==> src/rtl/irq_entry_pkg.sv <==
package irq_entry_pkg;

  typedef enum logic [2:0] {
    ST_IDLE    = 3'd0,
    ST_GRANT   = 3'd1,
    ST_RD_PC   = 3'd2,
    ST_RD_SW   = 3'd3,
    ST_PUSH_SW = 3'd4,
    ST_PUSH_PC = 3'd5,
    ST_LOAD    = 3'd6,
    ST_FAULT   = 3'd7
  } seq_state_t;

endpackage

==> src/rtl/irq_vec_check.sv <==
module irq_vec_check #(
  parameter int unsigned AW        = 16,
  parameter int unsigned VEC_LIMIT = 16'h0100
) (
  input  logic [AW-1:0] addr,
  output logic          ok
);
  localparam logic [AW-1:0] LIMIT = AW'(VEC_LIMIT);

  logic aligned;
  logic in_window;

  always_comb begin
    aligned   = ~addr[0];
    in_window = (addr < LIMIT);
    ok        = aligned & in_window;
  end
endmodule

==> src/rtl/irq_seq_fsm.sv <==
module irq_seq_fsm
  import irq_entry_pkg::*;
(
  input  logic       clk,
  input  logic       rst_n,
  input  logic       dev_req,
  input  logic       vec_valid,
  input  logic       vec_ok,
  output seq_state_t state
);
  seq_state_t state_d;

  always_comb begin
    state_d = state;
    case (state)
      ST_IDLE:    if (dev_req) state_d = ST_GRANT;
      ST_GRANT:   if (vec_valid) state_d = vec_ok ? ST_RD_PC : ST_FAULT;
      ST_RD_PC:   state_d = ST_RD_SW;
      ST_RD_SW:   state_d = ST_PUSH_SW;
      ST_PUSH_SW: state_d = ST_PUSH_PC;
      ST_PUSH_PC: state_d = ST_LOAD;
      ST_LOAD:    state_d = ST_IDLE;
      ST_FAULT:   state_d = ST_IDLE;
      default:    state_d = ST_IDLE;
    endcase
  end

  always_ff @(posedge clk or negedge rst_n) begin
    if (!rst_n) state <= ST_IDLE;
    else        state <= state_d;
  end
endmodule

==> src/rtl/irq_mem_port.sv <==
module irq_mem_port
  import irq_entry_pkg::*;
#(
  parameter int unsigned AW = 16,
  parameter int unsigned DW = 16
) (
  input  seq_state_t    state,
  input  logic [AW-1:0] vec_addr,
  input  logic [AW-1:0] saved_sp,
  input  logic [DW-1:0] saved_pc,
  input  logic [DW-1:0] saved_sw,
  output logic          mem_req,
  output logic          mem_we,
  output logic [AW-1:0] mem_addr,
  output logic [DW-1:0] mem_wdata
);
  localparam logic [AW-1:0] STEP  = AW'(DW / 8);
  localparam logic [AW-1:0] STEP2 = AW'(2 * (DW / 8));

  always_comb begin
    mem_req   = 1'b0;
    mem_we    = 1'b0;
    mem_addr  = '0;
    mem_wdata = '0;
    case (state)
      ST_RD_PC: begin
        mem_req  = 1'b1;
        mem_addr = vec_addr;
      end
      ST_RD_SW: begin
        mem_req  = 1'b1;
        mem_addr = vec_addr + STEP;
      end
      ST_PUSH_SW: begin
        mem_req   = 1'b1;
        mem_we    = 1'b1;
        mem_addr  = saved_sp - STEP;
        mem_wdata = saved_sw;
      end
      ST_PUSH_PC: begin
        mem_req   = 1'b1;
        mem_we    = 1'b1;
        mem_addr  = saved_sp - STEP2;
        mem_wdata = saved_pc;
      end
      default: ;
    endcase
  end
endmodule

==> src/rtl/irq_entry_seq.sv <==
module irq_entry_seq
  import irq_entry_pkg::*;
#(
  parameter int unsigned AW        = 16,
  parameter int unsigned DW        = 16,
  parameter int unsigned VEC_LIMIT = 16'h0100
) (
  input  logic          clk,
  input  logic          rst_n,
  input  logic          dev_req,
  output logic          dev_grant,
  input  logic          dev_vec_valid,
  input  logic [AW-1:0] dev_vec_addr,
  input  logic [DW-1:0] core_pc,
  input  logic [DW-1:0] core_sw,
  input  logic [AW-1:0] core_sp,
  output logic          mem_req,
  output logic          mem_we,
  output logic [AW-1:0] mem_addr,
  output logic [DW-1:0] mem_wdata,
  input  logic [DW-1:0] mem_rdata,
  output logic          core_load,
  output logic [DW-1:0] new_pc,
  output logic [DW-1:0] new_sw,
  output logic [AW-1:0] new_sp,
  output logic          done,
  output logic          vec_err
);
  localparam logic [AW-1:0] FRAME = AW'(2 * (DW / 8));

  // reset synchroniser: asserts at once, releases on the clock
  logic [1:0] rst_sync_q;
  logic       rst_int_n;

  always_ff @(posedge clk or negedge rst_n) begin
    if (!rst_n) rst_sync_q <= 2'b00;
    else        rst_sync_q <= {rst_sync_q[0], 1'b1};
  end
  assign rst_int_n = rst_sync_q[1];

  seq_state_t state;
  logic       vec_ok;

  irq_vec_check #(.AW(AW), .VEC_LIMIT(VEC_LIMIT)) u_vchk (
    .addr (dev_vec_addr),
    .ok   (vec_ok)
  );

  irq_seq_fsm u_fsm (
    .clk       (clk),
    .rst_n     (rst_int_n),
    .dev_req   (dev_req),
    .vec_valid (dev_vec_valid),
    .vec_ok    (vec_ok),
    .state     (state)
  );

  // clock enables for the capture registers
  logic cap_en;
  logic pc_en;
  logic sw_en;

  always_comb begin
    cap_en = (state == ST_GRANT) && dev_vec_valid;
    pc_en  = (state == ST_RD_SW);
    sw_en  = (state == ST_PUSH_SW);
  end

  logic [AW-1:0] vec_q;
  logic [AW-1:0] sp_q;
  logic [DW-1:0] old_pc_q;
  logic [DW-1:0] old_sw_q;
  logic [DW-1:0] hnd_pc_q;
  logic [DW-1:0] hnd_sw_q;

  always_ff @(posedge clk) begin
    if (cap_en) begin
      vec_q    <= dev_vec_addr;
      sp_q     <= core_sp;
      old_pc_q <= core_pc;
      old_sw_q <= core_sw;
    end
  end

  always_ff @(posedge clk) begin
    if (pc_en) hnd_pc_q <= mem_rdata;
  end

  always_ff @(posedge clk) begin
    if (sw_en) hnd_sw_q <= mem_rdata;
  end

  irq_mem_port #(.AW(AW), .DW(DW)) u_mem (
    .state     (state),
    .vec_addr  (vec_q),
    .saved_sp  (sp_q),
    .saved_pc  (old_pc_q),
    .saved_sw  (old_sw_q),
    .mem_req   (mem_req),
    .mem_we    (mem_we),
    .mem_addr  (mem_addr),
    .mem_wdata (mem_wdata)
  );

  always_comb begin
    dev_grant = (state == ST_GRANT);
    core_load = (state == ST_LOAD);
    vec_err   = (state == ST_FAULT);
    done      = core_load | vec_err;
    new_pc    = hnd_pc_q;
    new_sw    = hnd_sw_q;
    new_sp    = sp_q - FRAME;
  end
endmodule

==> config.mk <==
export PLATFORM = sky130hd
export DESIGN_NAME = irq_entry_seq
export DESIGN_NICKNAME = d
export VERILOG_FILES = /design/src/rtl/irq_entry_pkg.sv /design/src/rtl/irq_vec_check.sv /design/src/rtl/irq_seq_fsm.sv /design/src/rtl/irq_mem_port.sv /design/src/rtl/irq_entry_seq.sv
export SDC_FILE = /design/constraint.sdc
export NUM_CORES = 1
export LEC_CHECK = 0
export ABC_CLOCK_PERIOD_IN_PS = 3960
export BUFFER_PORTS_ARGS = -buffer_cell sky130_fd_sc_hd__buf_4
export CAP_MARGIN = 20
export CORE_MARGIN = 2
export CORE_UTILIZATION = 23
export CTS_CLUSTER_SIZE = 16
export DETAILED_ROUTE_END_ITERATION = 12
export PLACE_DENSITY = 0.53
export REMOVE_ABC_BUFFERS = 1
export SLEW_MARGIN = 10
export SYNTH_ARGS = -nofsm -noshare
export SYNTH_HDL_FRONTEND = slang
export SYNTH_SLANG_ARGS = --single-unit
==> constraint.sdc <==
create_clock -name clk -period 3.96 [get_ports clk]
set_input_delay 1.188 -clock clk [delete_from_list [all_inputs] [get_ports clk]]
set_output_delay 1.188 -clock clk [all_outputs]
set_load 0.01 [all_outputs]
==> results, run 1 <==
- Setup total negative slack on the finished layout was measured at 0 ns.
- The number of pins exceeding their max-slew limit in the final report is 0.
- The iteration-0 DRC count of the detailed router is 106.
- The type of the setup path with the least slack is register to output port.
- In the final design database the tool counted 560 nets.
- The highest fanout seen on the critical path is 7.
- Data on the critical path is required at its endpoint by 2.77 ns.
- After synthesis the cells add up to 4300 sq um.
- The overall routed net length is 11200 um.
- The core footprint is 18100 sq um.
- The switching power as a share of total power is 0.327.
- The critical path starts at sp_q[8].
- Setup violations remaining at the end of the flow were counted as 0.
- The clock drives 101 sinks.
- The worst setup path is launched from a register.
- Setup repair after global routing left no endpoint under its margin.
- At the pin with the least slew margin, the transition time is 0.846 ns.
- The net switching component of the power is 1260 uW.
- The internal portion of the total power is 2590 uW.
- The final critical path time including I/O delays and setup is 3.78 ns.
- For this run, the total global-route usage over all layers was measured as 0.113.
- The number of violations of the max-capacitance limit is 0.
- For this run, the register share of the synthesized area comes to 0.700.
- Walking the worst path, the cells encountered are or4_1 -> or4_4 -> nor3_2 -> xnor2_1 -> o22ai_1 -> buf_4.
- The run finished with clean final reports.
- The x dimension of the die is 141 um.
- After clock tree synthesis, the setup repair step added 0 buffers.
- The final period utilization is 0.955.
- After clock tree synthesis, the clock-pin slew on the worst setup and hold paths is 0.07 ns.
- The number of global-route vias before repair is 3176.
- For this run, design rule violations remaining after detail routing come to 0.
- The hold-fix buffer count after cts is 0.
- The highest clock frequency the design can meet is 265 MHz.
- The depth of the CTS H-tree is 3.
- The TritonCTS clock tree is built.
- In this run the tightest slew margin relative to its limit is 0.436.
- The number of top-level pins is 170.
- During placement, the flow inserted port buffers numbering 169.
- The congestion estimate from routability-driven global placement came to 0.745.
- After the flow finishes, the layout carries non-filler instances totaling 707.
- The largest net degree at the start of global routing is 65.
- In this run, distinct cell masters in the synthesized netlist total 38.
- The insertion delay of the later-clocked pin in the worst-skew pair is 0.35 ns.
- The proportion of power drawn by flip-flops and latches is 0.407.
- The first global-routing pass estimated 17100 um of wire.
- The path class of the tightest hold or removal check is register to asynchronous set/reset pin.
- Global routing finished with a remaining overflow of 0.
- The maximum ir drop on the vdd rail is 0.191 mV.
- The proportion of power drawn by combinational gates is 0.339.
- Row generation in the floorplan step produced 49 rows.
- Clock skew on the completed layout was measured at 0.00971 ns.
- The number of filler cells placed in the layout is 1827.
- The worst setup path is captured at an output port.
- The mean instance size in the synthesized netlist is 14.1 sq um.
- Counting the buffers created by CTS gives 9.
- The number of gates resized after CTS was 0.
- Grouping stages by cell kind, the critical path spends the most delay in simple AND/OR/NAND/NOR gates.
- The number of buffers and inverters on the critical path is 1.
- The number of hold violations in the final report is 0.
- The number of nets with antenna violations after routing is 0.
- The delay contributed by the slowest stage of the critical path is 0.67 ns.
- The overall die height is 141 um.
- Once detailed placement completed, the half-perimeter wirelength came to 8530 um.
- The via total after detailed routing is 2970.
- The Yosys step of the flow raised 0 warnings.
- The root cell of the clock tree is sky130_fd_sc_hd__clkbuf_16.
- The startpoint identified for the worst register-to-register timing path is u_fsm.state[0].
- For this configuration, the core starts out at a cell density of 0.237.
- The endpoint arrival time on the critical path is 2.59 ns.
- The synthesized design contains 101 register bits.
- The wire length per cell is 15.9 um.
- The number of vias per cell after detailed routing is 4.20.
- Counting tap cells, the placed design contains a total of 691 instances.
- The areal power density over the cells is 625 nW/um^2.
- In the synthesized netlist the dominant register cell turns out to be sky130_fd_sc_hd__edfxtp_1.
- Yosys mapped a number of flops with a built-in enable equal to 96.
- The static leakage is 0.00242 uW.
- The gate count of the mapped netlist is 305.
- The initial antenna violation count is 0.
- In the final layout, the share of cells above drive strength 1 is 0.412.
- Relative to the synthesized area, the layout overhead comes to 43.1%.
- The proportion of power drawn by the clock network is 0.254.
- The library cell contributing the largest single delay on the critical path is sky130_fd_sc_hd__or4_1.
- The die covers 19800 sq um.
- The share of async-settable or async-resettable flops after synthesis is 0.0495.
- 0 antenna diodes ended up in the layout.
- The longest clock path from root to sink contains 2 buffers.
- For this run, the detailed router's first-pass iteration total came to 4.
[cell usage after synthesis (all sizes together) (3+ instances only)]
cell     n  area share
and2     3      0.0044
buf      5      0.0087
clkbuf  14       0.013
dfrtp    5       0.029
edfxtp  96        0.67
ha       3      0.0087
inv      7      0.0061
mux2i   16       0.037
nand2   13       0.011
nand2b   5      0.0073
nand3    4      0.0047
nand4    4      0.0058
nor2    34       0.030
nor2b    5      0.0073
nor3     8       0.010
nor4     7       0.010
o21ai    7      0.0082
o22ai   14       0.020
xnor2   16       0.033
xor2    24       0.049
[metrics by stage]
step	instance area, sq um	total power (uW)	util	setup slack (ns)	hold slack (ns)
after floorplan	4210	2210	-	-2.23	0.0265
after global placement	5820	2910	0.321	0.563	0.0453
after detailed placement	5820	2920	0.321	0.515	0.0537
after CTS	6150	3910	0.339	0.136	0.0529
after global routing	6150	4070	0.339	0.0319	0.0565
final	6150	3850	0.339	0.180	0.0442
[worst reg2reg max path, cell delays in order (launching register included)]
cell                       delay, ns
sky130_fd_sc_hd__dfrtp_2        0.55
sky130_fd_sc_hd__buf_4          0.41
sky130_fd_sc_hd__nand2b_1       0.17
sky130_fd_sc_hd__nor3_2         0.12
sky130_fd_sc_hd__buf_4          0.66
[cells in the final DEF, fill, tap and decap left out, drive strengths merged, types with 4 or more instances in the layout]
master | Yosys | final
nor3 | 8 | 8
o22ai | 14 | 14
nor2b | 5 | 5
nand3 | 4 | 4
mux2i | 16 | 16
nand2 | 13 | 13
xnor2 | 16 | 16
nor2 | 34 | 34
clkbuf | 14 | 9
xor2 | 24 | 24
o21ai | 7 | 7
edfxtp | 96 | 96
nand4 | 4 | 4
buf | 5 | 176
inv | 7 | 10
nor4 | 7 | 7
dfrtp | 5 | 5
nand2b | 5 | 5
[cell families after synthesis]
family | count (synthesis) | share of synthesized area
muxes | 16 | 0.0373
adders and majority gates | 3 | 0.00874
DFF | 101 | 0.700
and+or+nand+nor | 91 | 0.106
AOI/OAI and AO/OA | 27 | 0.0384
other | 1 | 0.000873
xor gates and xnor gates | 40 | 0.0815
buffers and inverters | 26 | 0.0274
[worst paths after layout]
kind	end	slack [ns]	cells after the start
setup / recovery	mem_addr[15]	0.18	6
max in group asynchronous	rst_sync_q[0]	3.26	1
min in group clk	rst_sync_q[1]	0.36	0
hold reg to reg	u_fsm.state[1]	0.04	0
hold / removal	u_fsm.state[1]	0.04	0
setup reg to reg	old_pc_q[15]	1.62	4
[metal layers]
metal | global-route usage | part of all wire | routed length (um)
met1 | 0.133 | 0.42 | 4700
met2 | 0.191 | 0.50 | 5600
met3 | 0.0425 | 0.067 | 755
met4 | 0.0347 | 0.014 | 154
met5 | 0 | 0 | 0
[final cells by class]
type	count	area, sq um	area share
multi-input cells	178	1180	0.191
clock buffers	9	225	0.0366
well taps	229	287	0.0466
clock inverters	7	105	0.0171
inverters	7	26.3	0.00427
flip-flops and latches	101	3010	0.489
repair buffers	176	1320	0.215
[power groups by stage]
stage | logic (uW) | clock network (uW) | registers [uW]
finish | 1300 | 977 | 1570
global route | 1420 | 1060 | 1590
CTS | 1330 | 1010 | 1570
detailed placement | 1330 | 0 | 1590
global placement | 1320 | 0 | 1580
floorplan | 572 | 0 | 1640
[sequential cells by signal (all words and copies together) (netlist names)]
name         count
rst_sync_q       2
old_pc_q        16
new_pc          16
new_sw          16
sp_q            16
old_sw_q        16
u_fsm.state      3
vec_q           16
Power figures use the tool's default switching activity.
==> run 2: changes to the inputs <==
ABC_CLOCK_PERIOD_IN_PS = 3400   (was 3960)
CORE_UTILIZATION = 30   (was 23)
PLACE_DENSITY = 0.65   (was 0.53)
clock period = 3.4 ns   (was 3.96 ns; I/O delays follow)
==> run 2 against run 1 <==
Effect of this change: count of clock-buffer cells in the layout is 2 higher; register-to-register slack worse by 0.19 ns; critical endpoint is now mem_addr[14]; global-route usage is 2.3 points higher; final cell count is 5.1% lower.
==> results, run 2 (synthesis gave the netlist of run 1 again) <==
- The number of violations of the max-capacitance limit is 0.
- The endpoint arrival time on the critical path is 2.34 ns.
- The delay contributed by the slowest stage of the critical path is 0.56 ns.
- The flow ran to the end, and the final reports show no timing, DRC or antenna violations.
- The core region is 13900 sq um.
- After detailed routing, the number of remaining DRC violations is 0.
- The wire length per cell is 15.7 um.
- Summed over all failing endpoints, the final setup total negative slack is 0 ns.
- The number of buffer and inverter stages on the critical path is 1.
- In the global route stage, overall resource usage came out at 0.135.
- The pre-antenna-repair detailed-routing pass consisted of 4 iterations.
- The smallest hold slack is 0.0494 ns.
- After layout, the worst setup slack is 0.0404 ns.
- The number of nets with antenna violations after routing is 0.
- The worst hold path class is register to asynchronous set/reset pin.
- The proportion of power drawn by the clock network is 0.222.
- The register clock-pin slew on the reported worst setup and hold paths is 0.07 ns.
- In this run, post-CTS hold repair placed 0 buffers.
- The element type at the critical path end is an output port.
- The global placement routability congestion is 0.820.
- The number of port buffers is 169.
- By instance count, the cell type seen most on the critical path is sky130_fd_sc_hd__or4_4.
- For this run the aggregate overflow at the end of global routing stands at 0.
- Setup repair after global routing could not meet its margin everywhere.
- The share of total power dissipated in sequential elements is 0.412.
- Entering global routing, the biggest net connects 65 pins.
- The deepest clock path buffer count is 2.
- The highest clock frequency the design can meet is 298 MHz.
- The post-synthesis to final-layout area growth is 43.8%.
- The library cell contributing the largest single delay on the critical path is sky130_fd_sc_hd__or4_4.
- The number of hold violations in the final report is 0.
- The transition time at the pin with the least slew margin is 0.857 ns.
- The clock reaches the later pin of the worst-skew pair after 0.35 ns.
- Of the total power, combinational logic draws 0.366.
- The internal power of the cells is 2900 uW.
- The share of post-route cells with drive strength above 1 is 0.438.
- In this run the power spent charging and discharging nets is 1440 uW.
- The count of clock tree sinks is 101.
- The number of pins exceeding their max-slew limit in the final report is 0.
- The count of inserted antenna diode cells is 0.
- The detailed router finished its first iteration with 114 violations.
- Measured against its own limit, the worst slew margin works out to 0.429.
- Row generation in the floorplan step produced 43 rows.
- The die is 124 um tall.
- The clock tree skew after final layout is 0.00555 ns.
- Detailed routing inserted a total of 3069 vias.
- During I/O placement, the number of pins put on the boundary was 170.
- Setup violations remaining at the end of the flow were counted as 0.
- Buffers inserted during clock tree synthesis total 9.
- Including well taps, the total number of placed cells is 647.
- The die is 124 um wide.
- The finished cells cover 6180 sq um.
- The overall routed net length is 10500 um.
- After detailed placement, the total cell area comes to 5810 sq um.
- The worst endpoint required time is 2.38 ns.
- The most common cell after layout, fill and taps aside is sky130_fd_sc_hd__buf_4.
- The initial antenna violation count was 0.
- Leaving out fill and tap cells, the most frequent cells in the layout are sky130_fd_sc_hd__buf_4, sky130_fd_sc_hd__edfxtp_1, sky130_fd_sc_hd__nor2_1.
- The number of global-route vias before repair came to 3076.
- The root cell of the clock tree is sky130_fd_sc_hd__clkbuf_16.
- The worst setup path is of the register to output port kind.
- Dividing total power by cell area gives a power density of 702 nW/um^2.
- TritonCTS built the clock tree.
- Of the available clock period, the critical path in the final layout requires 0.988.
- The number of cells in the finished layout apart from fillers is 671.
- The depth of the CTS H-tree is 3.
- Once detailed placement completed, the half-perimeter wirelength came to 7770 um.
- The maximum ir drop on the vdd rail is 0.338 mV.
- The die covers 15300 sq um.
- The critical path startpoint category is a register.
- The final critical path time including I/O delays and setup is 3.36 ns.
- The number of vias per cell after detailed routing is 4.57.
- The highest fanout seen on the critical path is 3.
- After filler insertion, the fill cell instance count of the layout stands at 1262.
- For this configuration, the core starts out at a cell density of 0.308.
- Before CTS, the worst setup slack after placement is 0.326 ns.
- The total number of nets in the final design is 573.
- On the critical path the largest part of the delay comes from simple AND/OR/NAND/NOR gates.
- The static leakage is 0.00247 uW.
- The switching power as a share of total power is 0.331.
- Walking the worst path, the cells encountered are or4_4 -> or4_4 -> nor2_1 -> xnor2_1 -> o22ai_1 -> buf_4.
- The first global-routing pass estimated 15300 um of wire.
## run 2: power by group through the flow
stage | registers [uW] | logic [uW] | clock network, uW
3_5_place_dp | 1810 | 1590 | 0
3_3_place_gp | 1810 | 1570 | 0
2_1_floorplan | 1910 | 666 | 0
5_1_grt | 1820 | 1740 | 1030
6_report | 1790 | 1590 | 962
4_1_cts | 1790 | 1600 | 998
## run 2: cell type report
cell class	count	area, sq um	area share
clock buffer	11	233	0.0377
clock inverter	5	41.3	0.00668
inverter	7	26.3	0.00425
multi-input combinational	178	1210	0.197
sequential	101	3010	0.487
tap	180	225	0.0364
timing repair buffer	189	1430	0.232
## run 2: path summary, 6_finish.rpt
| kind | slack, ns | endpoint | from | cells past startpoint |
|---|---|---|---|---|
| min in group clk | 0.35 | rst_sync_q[1] | rst_sync_q[0] | 0 |
| setup reg to reg | 1.43 | new_pc[13] | u_fsm.state[0] | 2 |
| max in group asynchronous | 2.88 | rst_sync_q[0] | rst_n | 1 |
| hold / removal | 0.05 | u_fsm.state[1] | rst_sync_q[1] | 0 |
| setup / recovery | 0.04 | mem_addr[14] | sp_q[10] | 6 |
| hold reg to reg | 0.05 | u_fsm.state[1] | rst_sync_q[1] | 0 |
## run 2: worst reg2reg max path, cell delays in order (launching register included)
cell and delay, ns:
sky130_fd_sc_hd__dfrtp_1 0.46, sky130_fd_sc_hd__buf_4 0.38, sky130_fd_sc_hd__and2_1 0.76
## run 2: stage by stage
stage          total power (uW)   util
2_1_floorplan              2570      -
3_3_place_gp               3380  0.417
3_5_place_dp               3400  0.417
4_1_cts                    4380  0.438
5_1_grt                    4590  0.443
6_report                   4340  0.443
## run 2: metal layers
layer	GRT usage	part of all wire	routed length [um]
met5	0	0	0
met3	0.0499	0.090	948
met1	0.153	0.39	4060
met4	0.0675	0.025	260
met2	0.225	0.50	5260
## run 2: what timing repair did
action,in CTS,in global routing
gates resized for setup,1,9
pin swaps,0,3
setup endpoints to repair,3,10
setup buffers,2,6
